**config.mk**
```make
export PLATFORM = sky130hd
export DESIGN_NAME = bpb_buffer
export DESIGN_NICKNAME = d
export VERILOG_FILES = /design/src/rtl/bpb_pkg.sv /design/src/rtl/bpb_order_swap.sv /design/src/rtl/bpb_host_stage.sv /design/src/rtl/bpb_engine_stage.sv /design/src/rtl/bpb_status_flags.sv /design/src/rtl/bpb_buffer.sv
export SDC_FILE = /design/constraint.sdc
export NUM_CORES = 1
export LEC_CHECK = 0
export BUFFER_PORTS_ARGS = -buffer_cell sky130_fd_sc_hd__buf_2
export CORE_ASPECT_RATIO = 1.25
export CORE_UTILIZATION = 40
export DETAILED_ROUTE_END_ITERATION = 10
export PLACE_DENSITY = 0.61
export SETUP_SLACK_MARGIN = 0.4
export SLEW_MARGIN = 0
export SYNTH_ARGS = -nofsm -noshare
export SYNTH_HDL_FRONTEND = slang
export SYNTH_SLANG_ARGS = --single-unit
```
**constraint.sdc**
```tcl
create_clock -name clk -period 7.35 [get_ports clk]
set_input_delay 1.1025 -clock clk [delete_from_list [all_inputs] [get_ports clk]]
set_output_delay 1.1025 -clock clk [all_outputs]
set_load 0.01 [all_outputs]
```
**src/rtl/bpb_pkg.sv**
```systemverilog
package bpb_pkg;

   typedef enum logic [1:0] {
      HOP_NONE,
      HOP_WORD,
      HOP_BYTE,
      HOP_READ
   } bpb_host_op_e;

   typedef struct packed {
      logic tx_underflow;
      logic rx_overrun;
      logic tx_ready;
      logic rx_ready;
   } bpb_flags_t;

endpackage

```
**src/rtl/bpb_order_swap.sv**
```systemverilog
module bpb_order_swap #(
   parameter int BYTE_W = 8,
   parameter int LANES  = 2
) (
   input  logic [BYTE_W*LANES-1:0] din,
   input  logic                    swap,
   output logic [BYTE_W*LANES-1:0] dout
);
   generate
      if (LANES == 1) begin : g_single
         logic unused_swap;
         assign unused_swap = swap;
         assign dout = din;
      end else begin : g_multi
         logic [BYTE_W*LANES-1:0] rev;
         for (genvar i = 0; i < LANES; i++) begin : g_lane
            assign rev[i*BYTE_W +: BYTE_W] = din[(LANES-1-i)*BYTE_W +: BYTE_W];
         end
         assign dout = swap ? rev : din;
      end
   endgenerate
endmodule

```
**src/rtl/bpb_host_stage.sv**
```systemverilog
module bpb_host_stage
   import bpb_pkg::*;
#(
   parameter int BYTE_W      = 8,
   parameter int HOST_BYTES  = 2,
   parameter int DEPTH_BYTES = 4,
   parameter int CNT_W       = 3
) (
   input  bpb_host_op_e                    op,
   input  logic [BYTE_W*HOST_BYTES-1:0]    word_in,
   input  logic [BYTE_W-1:0]               byte_in,
   input  logic [BYTE_W*DEPTH_BYTES-1:0]   buf_q,
   input  logic [CNT_W-1:0]                tx_q,
   input  logic [CNT_W-1:0]                rx_q,
   output logic [BYTE_W*DEPTH_BYTES-1:0]   buf_h,
   output logic [CNT_W-1:0]                tx_h,
   output logic [CNT_W-1:0]                rx_h,
   output logic                            clr_udf,
   output logic                            clr_txrdy,
   output logic                            clr_ovr,
   output logic                            clr_rxrdy,
   output logic                            short_rd
);
   localparam int               BUF_W  = BYTE_W * DEPTH_BYTES;
   localparam int               HOST_W = BYTE_W * HOST_BYTES;
   localparam logic [CNT_W-1:0] HB_C   = CNT_W'(HOST_BYTES);
   localparam logic [CNT_W-1:0] LIM_C  = CNT_W'(DEPTH_BYTES - HOST_BYTES);
   localparam logic [CNT_W-1:0] ONE_C  = CNT_W'(1);

   always_comb begin
      buf_h     = buf_q;
      tx_h      = tx_q;
      rx_h      = rx_q;
      clr_udf   = 1'b0;
      clr_txrdy = 1'b0;
      clr_ovr   = 1'b0;
      clr_rxrdy = 1'b0;
      short_rd  = 1'b0;
      unique case (op)
         HOP_WORD: begin
            if (tx_q <= LIM_C) begin
               buf_h     = {buf_q[BUF_W-HOST_W-1:0], word_in};
               tx_h      = tx_q + HB_C;
               clr_udf   = 1'b1;
               clr_txrdy = (tx_h > HB_C);
            end
         end
         HOP_BYTE: begin
            if (tx_q <= LIM_C) begin
               buf_h     = {buf_q[BUF_W-BYTE_W-1:0], byte_in};
               tx_h      = tx_q + ONE_C;
               clr_udf   = 1'b1;
               clr_txrdy = (tx_h > HB_C);
            end
         end
         HOP_READ: begin
            clr_ovr = 1'b1;
            if (rx_q > HB_C) begin
               buf_h = buf_q >> HOST_W;
               rx_h  = rx_q - HB_C;
            end else begin
               short_rd = (rx_q != '0) && (rx_q < HB_C);
               rx_h     = '0;
            end
            clr_rxrdy = (rx_h == '0);
         end
         default: ;
      endcase
   end
endmodule

```
**src/rtl/bpb_engine_stage.sv**
```systemverilog
module bpb_engine_stage #(
   parameter int BYTE_W      = 8,
   parameter int DEPTH_BYTES = 4,
   parameter int CNT_W       = 3
) (
   input  logic                            pop,
   input  logic                            push,
   input  logic [BYTE_W-1:0]               push_data,
   input  logic [BYTE_W*DEPTH_BYTES-1:0]   buf_h,
   input  logic [CNT_W-1:0]                tx_h,
   input  logic [CNT_W-1:0]                rx_h,
   output logic [BYTE_W*DEPTH_BYTES-1:0]   buf_e,
   output logic [CNT_W-1:0]                tx_e,
   output logic [CNT_W-1:0]                rx_e,
   output logic [BYTE_W-1:0]               tx_data,
   output logic                            set_udf,
   output logic                            set_ovr,
   output logic                            set_txrdy,
   output logic                            set_rxrdy
);
   localparam logic [CNT_W-1:0] DEPTH_C = CNT_W'(DEPTH_BYTES);
   localparam logic [CNT_W-1:0] ONE_C   = CNT_W'(1);

   assign set_txrdy = pop;
   assign set_rxrdy = push;

   always_comb begin
      buf_e   = buf_h;
      tx_e    = tx_h;
      rx_e    = rx_h;
      tx_data = '0;
      set_udf = 1'b0;
      set_ovr = 1'b0;
      for (int k = 0; k < DEPTH_BYTES; k++) begin
         if (tx_h == CNT_W'(k + 1)) tx_data = buf_h[k*BYTE_W +: BYTE_W];
      end
      if (pop) begin
         if (tx_h == '0) set_udf = 1'b1;
         else            tx_e    = tx_h - ONE_C;
      end
      if (push) begin
         if (rx_h < DEPTH_C) begin
            for (int k = 0; k < DEPTH_BYTES; k++) begin
               if (rx_h == CNT_W'(k)) buf_e[k*BYTE_W +: BYTE_W] = push_data;
            end
            rx_e = rx_h + ONE_C;
         end else begin
            set_ovr = 1'b1;
         end
      end
   end
endmodule

```
**src/rtl/bpb_status_flags.sv**
```systemverilog
module bpb_status_flags
   import bpb_pkg::*;
(
   input  logic       clk,
   input  logic       rst_n,
   input  logic       set_udf,
   input  logic       clr_udf,
   input  logic       set_ovr,
   input  logic       clr_ovr,
   input  logic       set_txrdy,
   input  logic       clr_txrdy,
   input  logic       set_rxrdy,
   input  logic       clr_rxrdy,
   input  logic       short_rd,
   output bpb_flags_t flags_q,
   output logic       single_q
);
   always_ff @(posedge clk or negedge rst_n) begin
      if (!rst_n) begin
         flags_q  <= '0;
         single_q <= 1'b0;
      end else begin
         flags_q.tx_underflow <= set_udf   | (flags_q.tx_underflow & ~clr_udf);
         flags_q.rx_overrun   <= set_ovr   | (flags_q.rx_overrun   & ~clr_ovr);
         flags_q.tx_ready     <= set_txrdy | (flags_q.tx_ready     & ~clr_txrdy);
         flags_q.rx_ready     <= set_rxrdy | (flags_q.rx_ready     & ~clr_rxrdy);
         single_q             <= short_rd;
      end
   end
endmodule

```
**src/rtl/bpb_buffer.sv**
```systemverilog
module bpb_buffer
   import bpb_pkg::*;
#(
   parameter int BYTE_W         = 8,
   parameter int HOST_BYTES     = 2,
   parameter int DEPTH_BYTES    = 4,
   parameter bit BIG_ENDIAN_OPT = 1'b1,
   localparam int HOST_W        = BYTE_W * HOST_BYTES,
   localparam int CNT_W         = $clog2(DEPTH_BYTES + 1)
) (
   input  logic              clk,
   input  logic              rst_n,
   input  logic              big_endian,
   input  logic              host_wr,
   input  logic              host_wr_byte,
   input  logic [HOST_W-1:0] host_wdata,
   input  logic              host_rd,
   output logic [HOST_W-1:0] host_rdata,
   input  logic              eng_tx_pop,
   output logic [BYTE_W-1:0] eng_tx_data,
   input  logic              eng_rx_push,
   input  logic [BYTE_W-1:0] eng_rx_data,
   output logic [CNT_W-1:0]  tx_count,
   output logic [CNT_W-1:0]  rx_count,
   output logic              tx_underflow,
   output logic              rx_overrun,
   output logic              tx_ready,
   output logic              rx_ready,
   output logic              rd_single
);
   localparam int BUF_W = BYTE_W * DEPTH_BYTES;

   generate
      if (BYTE_W < 1) begin : g_bad_byte
         $error("BYTE_W must be at least 1");
      end
      if (HOST_BYTES < 1) begin : g_bad_host
         $error("HOST_BYTES must be at least 1");
      end
      if (DEPTH_BYTES < 2 * HOST_BYTES) begin : g_bad_depth
         $error("DEPTH_BYTES must hold two host words");
      end
   endgenerate

   logic [BUF_W-1:0]  buf_q, buf_h, buf_e;
   logic [CNT_W-1:0]  tx_q, tx_h, tx_e;
   logic [CNT_W-1:0]  rx_q, rx_h, rx_e;
   logic [HOST_W-1:0] word_sw;
   logic              wr_swap, rd_swap;
   bpb_host_op_e      op;
   logic clr_udf, clr_txrdy, clr_ovr, clr_rxrdy, short_rd;
   logic set_udf, set_ovr, set_txrdy, set_rxrdy;
   bpb_flags_t        flags_q;

   generate
      if (BIG_ENDIAN_OPT) begin : g_order_sel
         assign wr_swap = ~big_endian;
         assign rd_swap = big_endian;
      end else begin : g_order_fixed
         logic unused_order;
         assign unused_order = big_endian;
         assign wr_swap = 1'b1;
         assign rd_swap = 1'b0;
      end
   endgenerate

   always_comb begin
      if (host_wr)      op = host_wr_byte ? HOP_BYTE : HOP_WORD;
      else if (host_rd) op = HOP_READ;
      else              op = HOP_NONE;
   end

   bpb_order_swap #(.BYTE_W(BYTE_W), .LANES(HOST_BYTES)) u_wr_swap (
      .din(host_wdata), .swap(wr_swap), .dout(word_sw)
   );

   bpb_order_swap #(.BYTE_W(BYTE_W), .LANES(HOST_BYTES)) u_rd_swap (
      .din(buf_q[HOST_W-1:0]), .swap(rd_swap), .dout(host_rdata)
   );

   bpb_host_stage #(
      .BYTE_W(BYTE_W), .HOST_BYTES(HOST_BYTES),
      .DEPTH_BYTES(DEPTH_BYTES), .CNT_W(CNT_W)
   ) u_host (
      .op(op), .word_in(word_sw), .byte_in(host_wdata[BYTE_W-1:0]),
      .buf_q(buf_q), .tx_q(tx_q), .rx_q(rx_q),
      .buf_h(buf_h), .tx_h(tx_h), .rx_h(rx_h),
      .clr_udf(clr_udf), .clr_txrdy(clr_txrdy), .clr_ovr(clr_ovr),
      .clr_rxrdy(clr_rxrdy), .short_rd(short_rd)
   );

   bpb_engine_stage #(
      .BYTE_W(BYTE_W), .DEPTH_BYTES(DEPTH_BYTES), .CNT_W(CNT_W)
   ) u_eng (
      .pop(eng_tx_pop), .push(eng_rx_push), .push_data(eng_rx_data),
      .buf_h(buf_h), .tx_h(tx_h), .rx_h(rx_h),
      .buf_e(buf_e), .tx_e(tx_e), .rx_e(rx_e), .tx_data(eng_tx_data),
      .set_udf(set_udf), .set_ovr(set_ovr),
      .set_txrdy(set_txrdy), .set_rxrdy(set_rxrdy)
   );

   bpb_status_flags u_flags (
      .clk(clk), .rst_n(rst_n),
      .set_udf(set_udf), .clr_udf(clr_udf),
      .set_ovr(set_ovr), .clr_ovr(clr_ovr),
      .set_txrdy(set_txrdy), .clr_txrdy(clr_txrdy),
      .set_rxrdy(set_rxrdy), .clr_rxrdy(clr_rxrdy),
      .short_rd(short_rd), .flags_q(flags_q), .single_q(rd_single)
   );

   always_ff @(posedge clk or negedge rst_n) begin
      if (!rst_n) begin
         buf_q <= '0;
         tx_q  <= '0;
         rx_q  <= '0;
      end else begin
         buf_q <= buf_e;
         tx_q  <= tx_e;
         rx_q  <= rx_e;
      end
   end

   assign tx_count     = tx_q;
   assign rx_count     = rx_q;
   assign tx_underflow = flags_q.tx_underflow;
   assign rx_overrun   = flags_q.rx_overrun;
   assign tx_ready     = flags_q.tx_ready;
   assign rx_ready     = flags_q.rx_ready;
endmodule

```
# [Word-level counts from Yosys, hierarchy flattened]
# Index checks and enable logic that the tools add are counted.
[word_totals] word_cells=89 input_bits=32 ff_bits=43 output_inout_bits=35
[classes] eq_ne=10 n_bitwise=12 add_sub_neg=5 n_lt_le_gt_ge=6 mux=42 reduce_logical=6
[op_table] op="$mux W32" count=5
[op_table] op="$pmux W32 S3" count=1
[op_table] op="$mux W8" count=8
[op_table] op="$mux W16" count=2
[op_table] op="$mux W3" count=9
[op_table] op="$eq A3 B2 Y1 const B" count=4
[op_table] op="$mux W1" count=12
[op_table] op="$gt A3 B2 Y1 const B" count=3
[op_table] op="$logic_not A3 Y1" count=3
[op_table] op="$add A3 B1 Y3 const B" count=2
[op_table] op="$eq A3 B1 Y1 const B" count=2
[op_table] op="$mux W2" count=3
[op_table] op="$pmux W3 S2" count=1
[op_table] op="$and A1 B1 Y1" count=4
[op_table] op="$eq A2 B2 Y1 const B" count=2
[op_table] op="$not A1 Y1" count=4
[op_table] op="$or A1 B1 Y1" count=4
[op_table] op="$add A3 B2 Y3 const B" count=1
[op_table] op="$eq A3 B3 Y1 const B" count=1
[op_table] op="$le A3 B2 Y1 const B" count=1
[op_table] op="$lt A3 B2 Y1 const B" count=1
[op_table] op="$lt A3 B3 Y1 const B" count=1
[op_table] op="$reduce_bool A3 Y1" count=1
[op_table] op="$sub A3 B1 Y3 const B" count=1
[op_table] op="other kinds (5)" count=5

# [Depth between registers and ports, before layout]
[logic_depth] ltp_word=9 depth_mapped=16

# [By module]
# Synthesis repeated with hierarchy kept, for this count alone.
[hier_totals] hier_cells=418 hier_area_um2=4132.7
[by_module_without_submodules] module="bpb_host_stage" cells_each=215 area_each_um2=1327.5 n_inst=1
[by_module_without_submodules] module="bpb_engine_stage" cells_each=112 area_each_um2=1158.6 n_inst=1
[by_module_without_submodules] module="bpb_buffer" cells_each=42 area_each_um2=978.4 n_inst=1
[by_module_without_submodules] module="bpb_order_swap" cells_each=18 area_each_um2=249.0 n_inst=2
[by_module_without_submodules] module="bpb_status_flags" cells_each=13 area_each_um2=170.2 n_inst=1

# [Least setup slack after synthesis]
# OpenSTA, ideal clock, no wires.
[synth_path] path_kind="input -> output" startpoint="input port host_wr" endpoint="output port eng_tx_data[0]" cell_stages=14 path_buffers=3 setup_slack_ps=2455 arrival_time_ps=3793 cell_sequence="buf_2 -> nor2_1 -> a21oi_1 -> inv_1 -> ha_1 -> clkbuf_1 -> clkbuf_1 -> o21ai_0 -> and3_1 -> ha_1 -> ha_1 -> inv_1 -> nand4_1 -> o221a_1"
[synth_via] elab_chain_len=8 elab_cells_between_ends=14 classes_between="eq/ne: 7; mux: 7"
[synth_rtl] element="start: declaration" line_no="bpb_buffer.sv:14" source="input logic host_wr,"
[synth_rtl] element="$mux W2 *" line_no="bpb_buffer.sv:68" source="if (host_wr) op = host_wr_byte ? HOP_BYTE : HOP_WORD;"
[synth_rtl] element="$eq A2 B2 Y1 or $eq A2 B1 Y1 (tied branches)" line_no="bpb_host_stage.sv:39" source="unique case (op)"
[synth_rtl] element="$pmux W3 S2" line_no="bpb_host_stage.sv:39"
[synth_rtl] element="$eq A3 B1 Y1" line_no="bpb_engine_stage.sv:35" source="if (tx_h == CNT_W'(k + 1)) tx_data = buf_h[k*BYTE_W +: BYTE_W];"
[synth_rtl] element="$mux W8 (3 in a row)" line_no="bpb_engine_stage.sv:35"
[synth_rtl] element="$mux W8 *" line_no="bpb_engine_stage.sv:35"
[synth_rtl] element="end: declaration" line_no="bpb_buffer.sv:20" source="output logic [BYTE_W-1:0] eng_tx_data,"
# Every way passes the cells marked *; elsewhere a longest branch is shown, timed or not.

# [Final worst setup path]
# Ends and elaborated chain as after synthesis.

==> flow_metrics.env <==
export IMPL_ant_nets=0
export IMPL_grt_pass1_wl_microns=20100
export IMPL_grt_antenna_before_repair=0
export IMPL_yosysTopAreaCell="dfrtp_1"
export IMPL_ir_drop_uv=182
export IMPL_ys_warn_count=0
export IMPL_grt_pass1_vias=3822
export IMPL_drt_iter0_drc=326
export IMPL_cts_buffers_inserted=5
export IMPL_synthTopCellsByCount="nor2_1, dfrtp_1, a21oi_1"
export IMPL_synth_edf_count=0
export IMPL_clkTransAtPathRegs_ns=0.06
export IMPL_synth_ff_type="dfrtp_1"
export IMPL_async_flop_share_pct=100
export IMPL_synth_area_sq_um=3840
export IMPL_synth_top_area_share_pct=28.0
export IMPL_place_hpwl_microns=8720
export IMPL_clkSinkCount=43
export IMPL_hold_class="register to register"
export IMPL_syn_area_per_cell_sq_um=8.41
export IMPL_setup_tns_ns=0
export IMPL_grt_max_degree=44
export IMPL_via_per_inst=6.29
export IMPL_io_pins=67
export IMPL_crit_required_ns=6.25
export IMPL_insertedDiodeCount=0
export IMPL_final_cells=626
export IMPL_track_usage_pct=26.8
export IMPL_die_area_sq_um=10000
export IMPL_root_buffer="clkbuf_16"
export IMPL_outcome="finished clean"
export IMPL_crit_start="host_wr"
export IMPL_worstSetupStartpointType="input port"
export IMPL_cp_arrival_ns=5.31
export IMPL_setup_viol=0
export IMPL_power_density_nw_per_um2=453
export IMPL_critPathMaxFanout=15
export IMPL_portBuffers=66
export IMPL_die_w_microns=89.7
export IMPL_cts_tree="built"
export IMPL_die_h_microns=112
export IMPL_synth_fp_nets=506
export IMPL_dr_pass1_iters=5
export IMPL_place_ws_ns=1.03
export IMPL_areaGrowthSynthToFinish_pct=13.0
export IMPL_wl_microns=13000
export IMPL_htreeDepth=2
export IMPL_end_kind="primary output"
export IMPL_totalPowerFinal_mw=1.97
export IMPL_synth_most_common_cell="nor2_1"
export IMPL_post_cts_buffers=0
export IMPL_cts_resized=0
export IMPL_cts_max_path_buffers=2
export IMPL_synth_seq_cells=43
export IMPL_synth_seq_area_share_pct=28.0
export IMPL_rsz0062_at_grt="no"
export IMPL_skew_ns=0.00370
export IMPL_slew_headroom_pct=28.3
export IMPL_row_count=39
export IMPL_setup_slack_ns=0.941
export IMPL_layout_nets=552
export IMPL_start_util_pct=41.7
export IMPL_p_leak_nw=1.97
export IMPL_regToRegStartpoint="tx_count[0]"
export IMPL_min_delay_start="u_flags.flags_q[1]"
export IMPL_layout_drive_gt1_share_pct=23.3
export IMPL_slew_violations=0
export IMPL_post_route_min_period_ns=6.41
export IMPL_whs_ns=0.472
export IMPL_insertion_delay_ns=0.29
export IMPL_place_inst=619
export IMPL_hold_viol=0
export IMPL_worst_slew_pin_transition_ns=1.08
export IMPL_postCtsHoldBufs=0
export IMPL_core_sq_um=9220
export IMPL_yosysUniqueCellTypes=54
export IMPL_max_cap_viol_count=0
export IMPL_grt_overflow=0
export IMPL_post_route_period_util_pct=87.2
export IMPL_synth_area_leaders="dfrtp_1, mux2_2, ha_1"
export IMPL_vias=3937
export IMPL_wl_per_cell_microns=20.7
export IMPL_fmax_mhz=156
export IMPL_syn_inst=457
export IMPL_crit_type="input port to primary output"
export IMPL_drc=0
export IMPL_routabilityCongestion=0.882
[worst paths after layout]
| kind | end | cells after the start | slack, ns |
|---|---|---|---|
| worst max-delay path | eng_tx_data[0] | 13 | 0.94 |
| worst min-delay path | u_flags.flags_q[1] | 1 | 0.47 |
| worst max register to register | tx_count[0] | 12 | 3.79 |
| worst min register to register | u_flags.flags_q[1] | 1 | 0.47 |
| max in group asynchronous | tx_count[0] | 1 | 5.68 |
| min in group asynchronous | rx_count[0] | 1 | 1.01 |
[power breakdown]
group          switching, mW  total (mW)  internal [mW]
combinational          0.752        1.25          0.503
clock                 0.0990       0.232          0.133
sequential             0.139       0.482          0.342
[critical path: stages]
cell and delay (ns):
buf_2 0.18, nand2b_1 0.28, nand2_1 0.13, ha_1 0.51, inv_1 0.45, o21ai_0 0.57, inv_1 0.14, ha_1 0.25
ha_1 0.34, inv_1 0.20, nand4_1 0.52, o221a_1 0.48, buf_2 0.14
[layout make-up]
class / instances / area, sq um
fill: 911 / 4880
clock buffer: 6 / 139
tap: 123 / 154
clock inverter: 1 / 5.00
timing repair buffer: 69 / 353
inverter: 21 / 78.8
multi-input combinational: 363 / 2540
sequential: 43 / 1080
[per-layer routing]
layer | vias to the layer above | GRT usage, % | part of all wire, %
met4 | 0 | 13.0 | 4.1
li1 | 1815 | - | -
met2 | 187 | 42.4 | 47
met1 | 1891 | 34.0 | 41
met5 | - | 0 | 0
met3 | 44 | 5.63 | 7.7
[flip-flops by register name, indices dropped and copies added (netlist names)]
signal	cells
u_flags.single_q	1
u_flags.flags_q	4
tx_count	3
rx_count	3
buf_q	32
[per-stage QoR]
| step | cell area (sq um) | utilization, % |
|---|---|---|
| 5_1_grt | 4350 | 47.1 |
| 3_5_place_dp | 4200 | 45.6 |
| 4_1_cts | 4350 | 47.1 |
| 3_3_place_gp | 4200 | 45.6 |
| 2_1_floorplan | 3840 | - |
| 6_report | 4350 | 47.1 |
[cells by family after synthesis]
group | share of synthesized area, %
AOI/OAI and AO/OA | 33.9
and+or+nand+nor | 15.0
buffers and inverters | 5.92
DFF | 28.0
muxes | 11.0
adders and majority gates | 5.53
xor gates and xnor gates | 0.683
[cells in the final DEF (no fill, tap or decap), drive strengths merged, types with 3 or more instances in the layout]
cell type,Yosys,routed
a21o,5,5
o221a,9,9
a31oi,6,6
nor3,3,3
a22oi,12,12
ha,17,17
o221ai,7,7
o211ai,17,17
clkbuf,11,6
a311oi,5,5
a21oi,41,41
xnor2,3,3
a22o,8,8
nor2,46,46
nor2b,3,3
nand3,6,6
a221oi,9,9
and3b,4,4
mux2,25,25
o21ai,37,37
mux2i,14,14
nand2,41,41
nand3b,3,3
inv,21,21
and3,3,3
o21a,8,8
o22ai,11,11
buf,19,69
nand2b,4,4
dfrtp,43,43
(Power assumes the default switching activity.)
